### src/rtl/i2c_regwr_pkg.sv
package i2c_regwr_pkg;

  localparam int BYTE_W = 8;
  localparam int IDX_W  = 7;

  typedef enum logic [2:0] {
    ST_IDLE,
    ST_DEV,
    ST_DEV_ACK,
    ST_REG,
    ST_REG_ACK,
    ST_DATA,
    ST_DATA_ACK,
    ST_SKIP
  } eng_state_t;

endpackage

### src/rtl/i2c_bus_sync.sv
module i2c_bus_sync #(
  parameter int SYNC_STAGES = 2
) (
  input  logic clk,
  input  logic rst_n,
  input  logic scl_i,
  input  logic sda_i,
  output logic scl_hi,
  output logic scl_rise,
  output logic scl_fall,
  output logic sda_hi,
  output logic start_det,
  output logic stop_det
);

  logic [SYNC_STAGES-1:0] scl_pipe_q, scl_pipe_d;
  logic [SYNC_STAGES-1:0] sda_pipe_q, sda_pipe_d;
  logic scl_prev_q, sda_prev_q;
  logic scl_s, sda_s;

  generate
    if (SYNC_STAGES == 1) begin : g_one
      assign scl_pipe_d = scl_i;
      assign sda_pipe_d = sda_i;
    end else begin : g_many
      assign scl_pipe_d = {scl_pipe_q[SYNC_STAGES-2:0], scl_i};
      assign sda_pipe_d = {sda_pipe_q[SYNC_STAGES-2:0], sda_i};
    end
  endgenerate

  assign scl_s = scl_pipe_q[SYNC_STAGES-1];
  assign sda_s = sda_pipe_q[SYNC_STAGES-1];

  // Idle bus level is high on both lines.
  always_ff @(posedge clk or negedge rst_n) begin
    if (!rst_n) begin
      scl_pipe_q <= '1;
      sda_pipe_q <= '1;
      scl_prev_q <= 1'b1;
      sda_prev_q <= 1'b1;
    end else begin
      scl_pipe_q <= scl_pipe_d;
      sda_pipe_q <= sda_pipe_d;
      scl_prev_q <= scl_s;
      sda_prev_q <= sda_s;
    end
  end

  assign scl_hi    = scl_s;
  assign sda_hi    = sda_s;
  assign scl_rise  = scl_s & ~scl_prev_q;
  assign scl_fall  = ~scl_s & scl_prev_q;
  assign start_det = scl_s & scl_prev_q & ~sda_s & sda_prev_q;
  assign stop_det  = scl_s & scl_prev_q & sda_s & ~sda_prev_q;

endmodule

### src/rtl/i2c_byte_engine.sv
module i2c_byte_engine
  import i2c_regwr_pkg::*;
#(
  parameter logic [IDX_W-1:0] DEV_ADDR = 7'h12,
  parameter logic [IDX_W-1:0] LAST_REG = 7'h4F
) (
  input  logic              clk,
  input  logic              rst_n,
  input  logic              scl_rise,
  input  logic              scl_fall,
  input  logic              sda_hi,
  input  logic              start_det,
  input  logic              stop_det,
  output logic              sda_pull,
  output logic              ptr_load,
  output logic [IDX_W-1:0]  ptr_val,
  output logic              wr_en,
  output logic [BYTE_W-1:0] wr_data,
  output logic              idle_o,
  output logic              skip_o
);

  localparam int CNT_W = $clog2(BYTE_W + 1);
  localparam logic [CNT_W-1:0] FULL = CNT_W'(BYTE_W);

  eng_state_t        state_q, state_d;
  logic [CNT_W-1:0]  cnt_q, cnt_d;
  logic [BYTE_W-1:0] shift_q, shift_d;
  logic              pull_q, pull_d;
  logic              recv_state;
  logic              byte_done;

  assign recv_state = (state_q == ST_DEV) || (state_q == ST_REG) || (state_q == ST_DATA);
  assign byte_done  = recv_state && scl_fall && (cnt_q == FULL);

  always_comb begin
    state_d  = state_q;
    cnt_d    = cnt_q;
    shift_d  = shift_q;
    pull_d   = pull_q;
    ptr_load = 1'b0;
    ptr_val  = shift_q[IDX_W-1:0];
    wr_en    = 1'b0;
    wr_data  = shift_q;
    if (start_det) begin
      state_d = ST_DEV;
      cnt_d   = '0;
      pull_d  = 1'b0;
    end else if (stop_det) begin
      state_d = ST_IDLE;
      cnt_d   = '0;
      pull_d  = 1'b0;
    end else begin
      if (recv_state && scl_rise && (cnt_q != FULL)) begin
        shift_d = {shift_q[BYTE_W-2:0], sda_hi};
        cnt_d   = cnt_q + 1'b1;
      end
      if (byte_done) begin
        cnt_d = '0;
        unique case (state_q)
          ST_DEV: begin
            if ((shift_q[BYTE_W-1:1] == DEV_ADDR) && !shift_q[0]) begin
              state_d = ST_DEV_ACK;
              pull_d  = 1'b1;
            end else begin
              state_d = ST_SKIP;
            end
          end
          ST_REG: begin
            state_d  = ST_REG_ACK;
            pull_d   = 1'b1;
            ptr_load = (shift_q[IDX_W-1:0] <= LAST_REG);
          end
          ST_DATA: begin
            state_d = ST_DATA_ACK;
            pull_d  = 1'b1;
            wr_en   = 1'b1;
          end
          default: state_d = ST_IDLE;
        endcase
      end
      if (scl_fall && (state_q == ST_DEV_ACK)) begin
        state_d = ST_REG;
        pull_d  = 1'b0;
      end
      if (scl_fall && ((state_q == ST_REG_ACK) || (state_q == ST_DATA_ACK))) begin
        state_d = ST_DATA;
        pull_d  = 1'b0;
      end
    end
  end

  always_ff @(posedge clk or negedge rst_n) begin
    if (!rst_n) begin
      state_q <= ST_IDLE;
      cnt_q   <= '0;
      shift_q <= '0;
      pull_q  <= 1'b0;
    end else begin
      state_q <= state_d;
      cnt_q   <= cnt_d;
      shift_q <= shift_d;
      pull_q  <= pull_d;
    end
  end

  assign sda_pull = pull_q;
  assign idle_o   = (state_q == ST_IDLE);
  assign skip_o   = (state_q == ST_SKIP);

endmodule

### src/rtl/i2c_reg_file.sv
module i2c_reg_file
  import i2c_regwr_pkg::*;
#(
  parameter int NUM_REGS = 80
) (
  input  logic                       clk,
  input  logic                       rst_n,
  input  logic                       ptr_load,
  input  logic [IDX_W-1:0]           ptr_val,
  input  logic                       wr_en,
  input  logic [BYTE_W-1:0]          wr_data,
  output logic [IDX_W-1:0]           ptr_o,
  output logic [NUM_REGS*BYTE_W-1:0] regs_o
);

  localparam logic [IDX_W-1:0] LAST = IDX_W'(NUM_REGS - 1);

  logic [IDX_W-1:0] ptr_q, ptr_d;

  always_comb begin
    ptr_d = ptr_q;
    if (ptr_load) begin
      ptr_d = ptr_val;
    end else if (wr_en) begin
      ptr_d = (ptr_q == LAST) ? '0 : ptr_q + 1'b1;
    end
  end

  always_ff @(posedge clk or negedge rst_n) begin
    if (!rst_n) ptr_q <= '0;
    else        ptr_q <= ptr_d;
  end

  assign ptr_o = ptr_q;

  generate
    for (genvar g = 0; g < NUM_REGS; g++) begin : g_cell
      logic              cell_we;
      logic [BYTE_W-1:0] cell_q;
      assign cell_we = wr_en && (ptr_q == IDX_W'(g));
      always_ff @(posedge clk or negedge rst_n) begin
        if (!rst_n)       cell_q <= '0;
        else if (cell_we) cell_q <= wr_data;
      end
      assign regs_o[g*BYTE_W +: BYTE_W] = cell_q;
    end
  endgenerate

endmodule

### src/rtl/i2c_regwr_target.sv
module i2c_regwr_target
  import i2c_regwr_pkg::*;
#(
  parameter logic [6:0] DEV_ADDR = 7'h12,
  parameter int         NUM_REGS = 80
) (
  input  logic                       clk,
  input  logic                       rst_n,
  input  logic                       scl_i,
  input  logic                       sda_i,
  output logic                       sda_pull_o,
  output logic [NUM_REGS*BYTE_W-1:0] reg_bank_o
);

  localparam logic [IDX_W-1:0] LAST_REG = IDX_W'(NUM_REGS - 1);

  logic [1:0]        rst_pipe_q;
  logic              rst_int_n;
  logic              scl_hi, scl_rise, scl_fall, sda_hi, start_det, stop_det;
  logic              ptr_load, wr_en, eng_idle, eng_skip;
  logic [IDX_W-1:0]  ptr_val, wr_ptr;
  logic [BYTE_W-1:0] wr_data;

  // Reset asserts at once and is released on a clock edge.
  always_ff @(posedge clk or negedge rst_n) begin
    if (!rst_n) rst_pipe_q <= '0;
    else        rst_pipe_q <= {rst_pipe_q[0], 1'b1};
  end
  assign rst_int_n = rst_pipe_q[1];

  i2c_bus_sync #(.SYNC_STAGES(2)) u_sync (
    .clk       (clk),
    .rst_n     (rst_int_n),
    .scl_i     (scl_i),
    .sda_i     (sda_i),
    .scl_hi    (scl_hi),
    .scl_rise  (scl_rise),
    .scl_fall  (scl_fall),
    .sda_hi    (sda_hi),
    .start_det (start_det),
    .stop_det  (stop_det)
  );

  i2c_byte_engine #(.DEV_ADDR(DEV_ADDR), .LAST_REG(LAST_REG)) u_eng (
    .clk       (clk),
    .rst_n     (rst_int_n),
    .scl_rise  (scl_rise),
    .scl_fall  (scl_fall),
    .sda_hi    (sda_hi),
    .start_det (start_det),
    .stop_det  (stop_det),
    .sda_pull  (sda_pull_o),
    .ptr_load  (ptr_load),
    .ptr_val   (ptr_val),
    .wr_en     (wr_en),
    .wr_data   (wr_data),
    .idle_o    (eng_idle),
    .skip_o    (eng_skip)
  );

  i2c_reg_file #(.NUM_REGS(NUM_REGS)) u_regs (
    .clk      (clk),
    .rst_n    (rst_int_n),
    .ptr_load (ptr_load),
    .ptr_val  (ptr_val),
    .wr_en    (wr_en),
    .wr_data  (wr_data),
    .ptr_o    (wr_ptr),
    .regs_o   (reg_bank_o)
  );

endmodule

### config.mk
export PLATFORM = sky130hd
export DESIGN_NAME = i2c_regwr_target
export DESIGN_NICKNAME = d
export VERILOG_FILES = /design/src/rtl/i2c_regwr_pkg.sv /design/src/rtl/i2c_bus_sync.sv /design/src/rtl/i2c_byte_engine.sv /design/src/rtl/i2c_reg_file.sv /design/src/rtl/i2c_regwr_target.sv
export SDC_FILE = /design/constraint.sdc
export NUM_CORES = 1
export LEC_CHECK = 0
export ABC_AREA = 1
export ABC_CLOCK_PERIOD_IN_PS = 25600
export BUFFER_PORTS_ARGS = -buffer_cell sky130_fd_sc_hd__buf_2
export CORE_ASPECT_RATIO = 0.6
export CORE_UTILIZATION = 50
export CTS_CLUSTER_DIAMETER = 30
export DETAILED_ROUTE_END_ITERATION = 10
export HOLD_SLACK_MARGIN = 0.15
export PLACE_DENSITY_LB_ADDON = 0.25
export SLEW_MARGIN = 10
export SYNTH_ARGS = -nofsm -noshare
export SYNTH_HDL_FRONTEND = slang
export SYNTH_SLANG_ARGS = --single-unit
### constraint.sdc
create_clock -name clk -period 25.6 [get_ports clk]
set_input_delay 1.28 -clock clk [delete_from_list [all_inputs] [get_ports clk]]
set_output_delay 1.28 -clock clk [all_outputs]
set_load 0.03 [all_outputs]
Word level (Yosys, flattened, before mapping)
Index checks and enable logic that the tools add are counted.
{"block": "word_totals", "regBits": 671, "input_bits": 4}
{"block": "classes", "addsub": 2, "n_lt_le_gt_ge": 1, "n_eq_ne": 89, "mux": 29, "n_bitwise": 13, "reduce_logical": 99}
{"op": "$eq 7x6->1 const B", "n": 32}
{"op": "$eq 7x5->1 const B", "n": 17}
{"op": "$eq 7x7->1 const B", "n": 16}
{"op": "$logic_and 1x1->1", "n": 87}
{"op": "$eq 7x4->1 const B", "n": 8}
{"op": "$eq 7x3->1 const B", "n": 4}
{"op": "$mux 7", "n": 3}
{"op": "$mux 3", "n": 6}
{"op": "$mux 4", "n": 4}
{"op": "$eq 7x2->1 const B", "n": 2}
{"op": "$mux 1", "n": 14}
{"op": "$eq 3x3->1 const B", "n": 3}
{"op": "$pmux 3 s3", "n": 1}
{"op": "$add 7x1->7 const B", "n": 1}
{"op": "$and 1x1->1", "n": 7}
{"op": "$eq 7x1->1 const B", "n": 1}
{"op": "$le 7x7->1 const B", "n": 1}
{"op": "$logic_not 7->1", "n": 1}
{"op": "$eq 3x2->1 const B", "n": 2}
{"op": "$ne 6x6->1 const B", "n": 1}
{"op": "$not 1->1", "n": 6}
{"op": "$reduce_and 3->1", "n": 2}
{"op": "$reduce_bool 6->1", "n": 1}
{"op": "$reduce_bool 5->1", "n": 1}
{"op": "10 further kinds", "n": 12}

Longest topological paths before layout
{"block": "depth", "depth_word": 10, "mapped_depth": 11}

By module
A second synthesis with hierarchy kept.
{"block": "unflattened", "hier_cells": 2406, "hier_area_um2": 25015.2}
{"mod": "i2c_reg_file", "n_inst": 1, "cells_each": 2262, "area_each_um2": 23744.0, "seq_area_each_um2": 16190.5}
{"mod": "i2c_byte_engine", "n_inst": 1, "cells_each": 124, "area_each_um2": 1018.5, "seq_area_each_um2": 400.4}
{"mod": "i2c_bus_sync", "n_inst": 1, "cells_each": 17, "area_each_um2": 198.9, "seq_area_each_um2": 157.7}
{"mod": "i2c_regwr_target", "n_inst": 1, "cells_each": 3, "area_each_um2": 53.8, "seq_area_each_um2": 50.0}

Worst setup path after synthesis
OpenSTA, ideal clock, no wires.
{"block": "synth_timing", "path_kind": "reg-to-reg", "from": "register u_eng.cnt_q[0]", "to": "register u_regs.g_cell[73].cell_q[5]", "arrival_ps": 1842, "required_time_ps": 25471, "slack_ps": 23629, "stages_incl_launch_ff": 12, "path_buffers": 2, "cell_sequence": "dfrtp_1 > inv_1 > ha_1 > nand2_1 > nor2_1 > nand3_4 > nor2_8 > buf_12 > nand2_4 > buf_6 > nand2_1 > o21ai_2"}
{"block": "synth_between", "elab_chain_len": 6}
{"item": "start, declared", "line_no": "i2c_byte_engine.sv:27", "rtl": "logic [CNT_W-1:0] cnt_q, cnt_d;"}
{"item": "start signal, assigned", "line_no": "i2c_byte_engine.sv:101", "rtl": "cnt_q <= cnt_d;"}
{"item": "$eq 4x4->1", "line_no": "i2c_byte_engine.sv:34", "rtl": "assign byte_done = recv_state && scl_fall && (cnt_q == FULL);"}
{"item": "$logic_and 1x1->1", "line_no": "i2c_byte_engine.sv:34"}
{"item": "$mux 1", "line_no": "i2c_byte_engine.sv:58", "rtl": "if (byte_done) begin"}
{"item": "$mux 1", "line_no": "i2c_byte_engine.sv:49", "rtl": "end else if (stop_det) begin"}
{"item": "$mux 1", "line_no": "i2c_byte_engine.sv:45", "rtl": "if (start_det) begin"}
{"item": "$logic_and 1x1->1", "line_no": "i2c_reg_file.sv:40", "rtl": "assign cell_we = wr_en && (ptr_q == IDX_W'(g));"}
{"item": "end signal, assigned", "line_no": "i2c_reg_file.sv:43", "rtl": "else if (cell_we) cell_q <= wr_data;"}
{"item": "end, declared", "line_no": "i2c_reg_file.sv:39", "rtl": "logic [BYTE_W-1:0] cell_q;"}
Every way passes these cells.
A chain may end at the register's enable or synchronous reset.

==> reports/summary.md <==
The run finished with clean final reports. After detailed routing, the average wire length per cell comes to 20.6 um. The logs give 64.2% for the sequential area share after synthesis and 1576 for the number of DRC markers after the initial detailed-route iteration.

Synthesis produced a netlist whose cell count is 2474. After clock tree synthesis, the clock-pin slew on the worst setup and hold paths is 60 ps. For the internal power contribution, the log shows 1.98 mW.

Net switching is 29.0% of the power. The share of flip-flops with an asynchronous set or reset after synthesis was 100%; the number of global-route vias before repair was 19.6k. Synthesis inferred 671 register bits.

Summing all non-filler instances in the final layout gives an area of 32700 sq um. The first-pass iteration count of the detailed router is 6. IR analysis of the VDD net gives a maximum drop of 0.0538 mV. After the last flow step, the layout net total stands at 3086. Summed over all nets, the switching power comes to 0.809 mW. The launch point of the worst hold path was rst_pipe_q[0]$_DFF_PN0_.

For the number of sinks driven by the clock tree, the log shows 671. In the global route stage, overall resource usage came out at 29.2%. The wire-length estimate of the detail-placed layout is 51300 um. During synthesis, Yosys emitted a total of 0 warnings. The number of input and output port buffers inserted came out at 644. Setup repair after global routing left no endpoint under its margin. The tools report the clock group share of total power as 51.6%. The total count of max-transition violations in the final report came out at 0. The number of buffers between clock root and the deepest sink was 3; the global routing met1 resource utilization was 38.9%. For the global-route met3 utilization, the log shows 7.62%.

The arrival time reported for the critical path endpoint came out at 6230 ps. The total wire length is 79600 um. The logs give 119000 um for the first-pass GRT wire length and 0 for the remaining routing DRC violations. The met2 demand-to-capacity share in global routing is 46.1%.

The count of hold buffers inserted by post-cts repair was 0. The tools report the pin count of the biggest net entering global routing as 89. In this run, synthesis inferred 0 flip-flops with an integrated enable. Using the TritonRoute via totals, the vias-per-cell ratio works out to 5.36.

For this design, the slowest cell found on the critical path is sky130_fd_sc_hd__dfrtp_4. Once the clock tree was built, the setup fixing pass inserted 0 buffers. At the end of routability-driven placement, the weighted congestion stood at 0.930. The layer with the highest usage was met2. The via total after detailed routing is 20.7k, and the worst relative slew slack is 26.7%. In this run the core area contains 64 standard-cell rows.

For this run, the leading register cell type out of synthesis is sky130_fd_sc_hd__dfrtp_1. Broken down by cell family, the worst path's largest delay share belongs to buffers and inverters. The final critical path takes up 22.1% of the cycle. TritonCTS built the clock tree. The area growth from synthesis to layout is 25.1%, and the count of different cell masters after synthesis is 30. Clock insertion delay at the later pin of the skew report: 630 ps.

The critical path required time is 26160 ps. The min-delay analysis places its worst path in the category reg -> reg. The logs give 0.176 GHz for the top achievable clock speed and 101 for the CTS buffer count. In the final layout, the share of cells above drive strength 1 is 31.9%. The sequential fraction of design power is 38.9%. The residual antenna-violating net count after detailed routing was 0.

Total buffers and inverters traversed by the critical path: 5. By instance count, the cell type seen most on the critical path is sky130_fd_sc_hd__buf_4. 645 I/O pins were placed. Traced cell by cell, the critical path runs through buf_4 > buf_4 > buf_4 > buf_4 > buf_4. The cell chosen for the clock root was sky130_fd_sc_hd__clkbuf_16. Measured along the y axis, the die boundary spans 179 um. Adding up every negative setup slack in the final design gives 0 ps.

The final count of hold timing violations is 0, and the time the worst path needs with I/O delays and setup is 5670 ps. Across the routed clock network, the largest skew measured is 41.6 ps. For this run the aggregate overflow at the end of global routing stands at 0. The mean instance size in the synthesized netlist came out at 10.6 sq um. Initial antenna violation count: 2. For the count of endpoints failing setup in the final report, the log shows 0. Launching instance or port of the critical path: rst_pipe_q[1]$_DFF_PN0_. The critical path start-end classification was reg -> async. The startpoint identified for the worst register-to-register timing path is rst_pipe_q[1]$_DFF_PN0_. After floorplanning, the core was sized to cover 51300 sq um. The relative contribution of combinational cells to total power was 9.5%; the x dimension of the die was 297 um. At the pin with the least slew margin, the transition time is 1100 ps.

Along the worst path, the maximum fanout reaches 88. For this design the ratio of total power to cell area is 85.3 nW/um^2. The floorplan step defined a die boundary enclosing 53300 sq um. Post-synthesis instance area: 26200 sq um. The run gives 0 as the number of violations of the max-capacitance limit. The initial standard-cell utilization of the core is 51.0%.

The post-place instance area is 29100 sq um. The number of nets handed over by synthesis was 2484. STA classifies the critical path endpoint as an async pin. The post-cts gate resize count was 0; the maximum cell stage delay along the critical path was 990 ps. The critical path launch point type is a register. The H-tree depth was 3; the static leakage was 17.9 nW.
layout make-up:
| type | instances | area, sq um |
|---|---|---|
| fill | 4063 | 18600 |
| sequential | 671 | 16800 |
| multi-input combinational | 1604 | 7880 |
| timing repair buffer | 663 | 3370 |
| clock buffer | 119 | 2700 |
| clock inverter | 71 | 967 |
| tap | 693 | 867 |
| inverter | 35 | 145 |
| antenna | 2 | 5.00 |
cells in the final DEF, fill, tap and decap left out, types with 2 or more instances in the layout:
| master | netlist | routed |
|---|---|---|
| sky130_fd_sc_hd__o21ai_2 | 68 | 68 |
| sky130_fd_sc_hd__clkbuf_1 | 74 | 8 |
| sky130_fd_sc_hd__clkinvlp_4 | 0 | 7 |
| sky130_fd_sc_hd__clkinv_4 | 0 | 8 |
| sky130_fd_sc_hd__clkinv_2 | 0 | 13 |
| sky130_fd_sc_hd__diode_2 | 0 | 2 |
| sky130_fd_sc_hd__bufinv_16 | 0 | 11 |
| sky130_fd_sc_hd__inv_4 | 0 | 3 |
| sky130_fd_sc_hd__nand3_1 | 50 | 50 |
| sky130_fd_sc_hd__clkbuf_16 | 0 | 101 |
| sky130_fd_sc_hd__inv_8 | 0 | 5 |
| sky130_fd_sc_hd__o22ai_1 | 2 | 2 |
| sky130_fd_sc_hd__buf_4 | 0 | 19 |
| sky130_fd_sc_hd__clkinv_8 | 0 | 7 |
| sky130_fd_sc_hd__a21oi_1 | 4 | 4 |
| sky130_fd_sc_hd__o21ai_1 | 556 | 556 |
| sky130_fd_sc_hd__xor2_1 | 2 | 2 |
| sky130_fd_sc_hd__inv_6 | 0 | 21 |
| sky130_fd_sc_hd__o21ai_0 | 28 | 28 |
| sky130_fd_sc_hd__dfrtp_1 | 665 | 664 |
| sky130_fd_sc_hd__clkinv_16 | 0 | 4 |
| sky130_fd_sc_hd__nor2_1 | 99 | 99 |
| sky130_fd_sc_hd__nand4_1 | 2 | 2 |
| sky130_fd_sc_hd__ha_1 | 6 | 6 |
| sky130_fd_sc_hd__inv_1 | 29 | 26 |
| sky130_fd_sc_hd__nand2_4 | 78 | 78 |
| sky130_fd_sc_hd__clkbuf_8 | 0 | 10 |
| sky130_fd_sc_hd__nand2_1 | 701 | 701 |
| sky130_fd_sc_hd__dfstp_2 | 6 | 6 |
| sky130_fd_sc_hd__buf_2 | 1 | 644 |
power by group through the flow:
stage	logic [mW]	clock network (mW)	registers, mW
final	0.264	1.44	1.09
after floorplan	0.138	0	1.11
after global placement	0.259	0	1.10
after detailed placement	0.262	0	1.10
after global routing	0.278	1.51	1.09
after CTS	0.263	1.46	1.09
metrics by stage:
stage | util (%) | total power [mW] | hold WS, ps | setup WS [ps] | cells
after floorplan | - | 1.25 | 331 | 5520 | 2474
after global placement | 56.6 | 1.36 | 348 | 19930 | 3666
after detailed placement | 56.6 | 1.37 | 338 | 19700 | 3666
after CTS | 63.7 | 2.81 | 354 | 19660 | 3856
after global routing | 63.8 | 2.87 | 360 | 18960 | 3858
final | 63.8 | 2.79 | 352 | 19930 | 3858
final timing paths:
path | to | slack [ps] | depth (start not counted)
setup / recovery | u_regs.g_cell[49].cell_q[4]$_DFFE_PN0P_ | 19930 | 5
hold / removal | rst_pipe_q[1]$_DFF_PN0_ | 350 | 0
setup reg to reg | u_regs.g_cell[49].cell_q[4]$_DFFE_PN0P_ | 19930 | 5
hold reg to reg | rst_pipe_q[1]$_DFF_PN0_ | 350 | 0
max in group clk | u_regs.g_cell[7].cell_q[6]$_DFFE_PN0P_ | 21950 | 10
min in group asynchronous | rst_pipe_q[1]$_DFF_PN0_ | 420 | 1
layer usage:
metal | vias up | part of all wire, %
met5 | - | 0
met4 | 0 | 3.6
met3 | 188 | 7.9
met2 | 872 | 47
met1 | 10200 | 41
li1 | 9444 | -
Yosys cell counts, drive strengths merged (5+ instances only):
cell	number	share of area [%]
nand2	779	13
dfrtp	665	64
o21ai	652	13
nor2	100	1.5
buf	89	4.1
clkbuf	75	1.1
nand3	51	1.0
inv	30	0.43
dfstp	6	0.60
ha	6	0.29
a21oi	5	0.14
clkinv	5	0.072
state kept, by name, indices dropped and copies added, names as in the netlist:
signal,cells
u_regs.g_cell.cell_q,640
u_sync.scl_prev_q,1
rst_pipe_q,2
u_sync.scl_pipe_q,2
u_eng.sda_pull,1
u_eng.cnt_q,4
u_eng.state_q,3
u_regs.ptr_o,7
u_eng.wr_data,8
u_sync.sda_prev_q,1
u_sync.sda_pipe_q,2
cell families (layout without fill, tap and decap cells):
group                      after synthesis  in the layout  share of synthesized area, %
buffers and inverters                  199            888                          5.66
adders and majority gates                6              6                         0.287
xor gates and xnor gates                 3              3                         0.100
muxes                                    1              1                        0.0383
other                                    1              3                        0.0143
DFF                                    671            671                          64.2
AOI/OAI and AO/OA                      660            660                          13.7
and+or+nand+nor                        933            933                          16.0
worst register-to-register path, delay by kind of cell (launching register included):
| kind | cells | cell delay [ps] |
|---|---|---|
| buffers and inverters | 5 | 4520 |
| DFF | 1 | 990 |
Power figures use the tool's default switching activity.
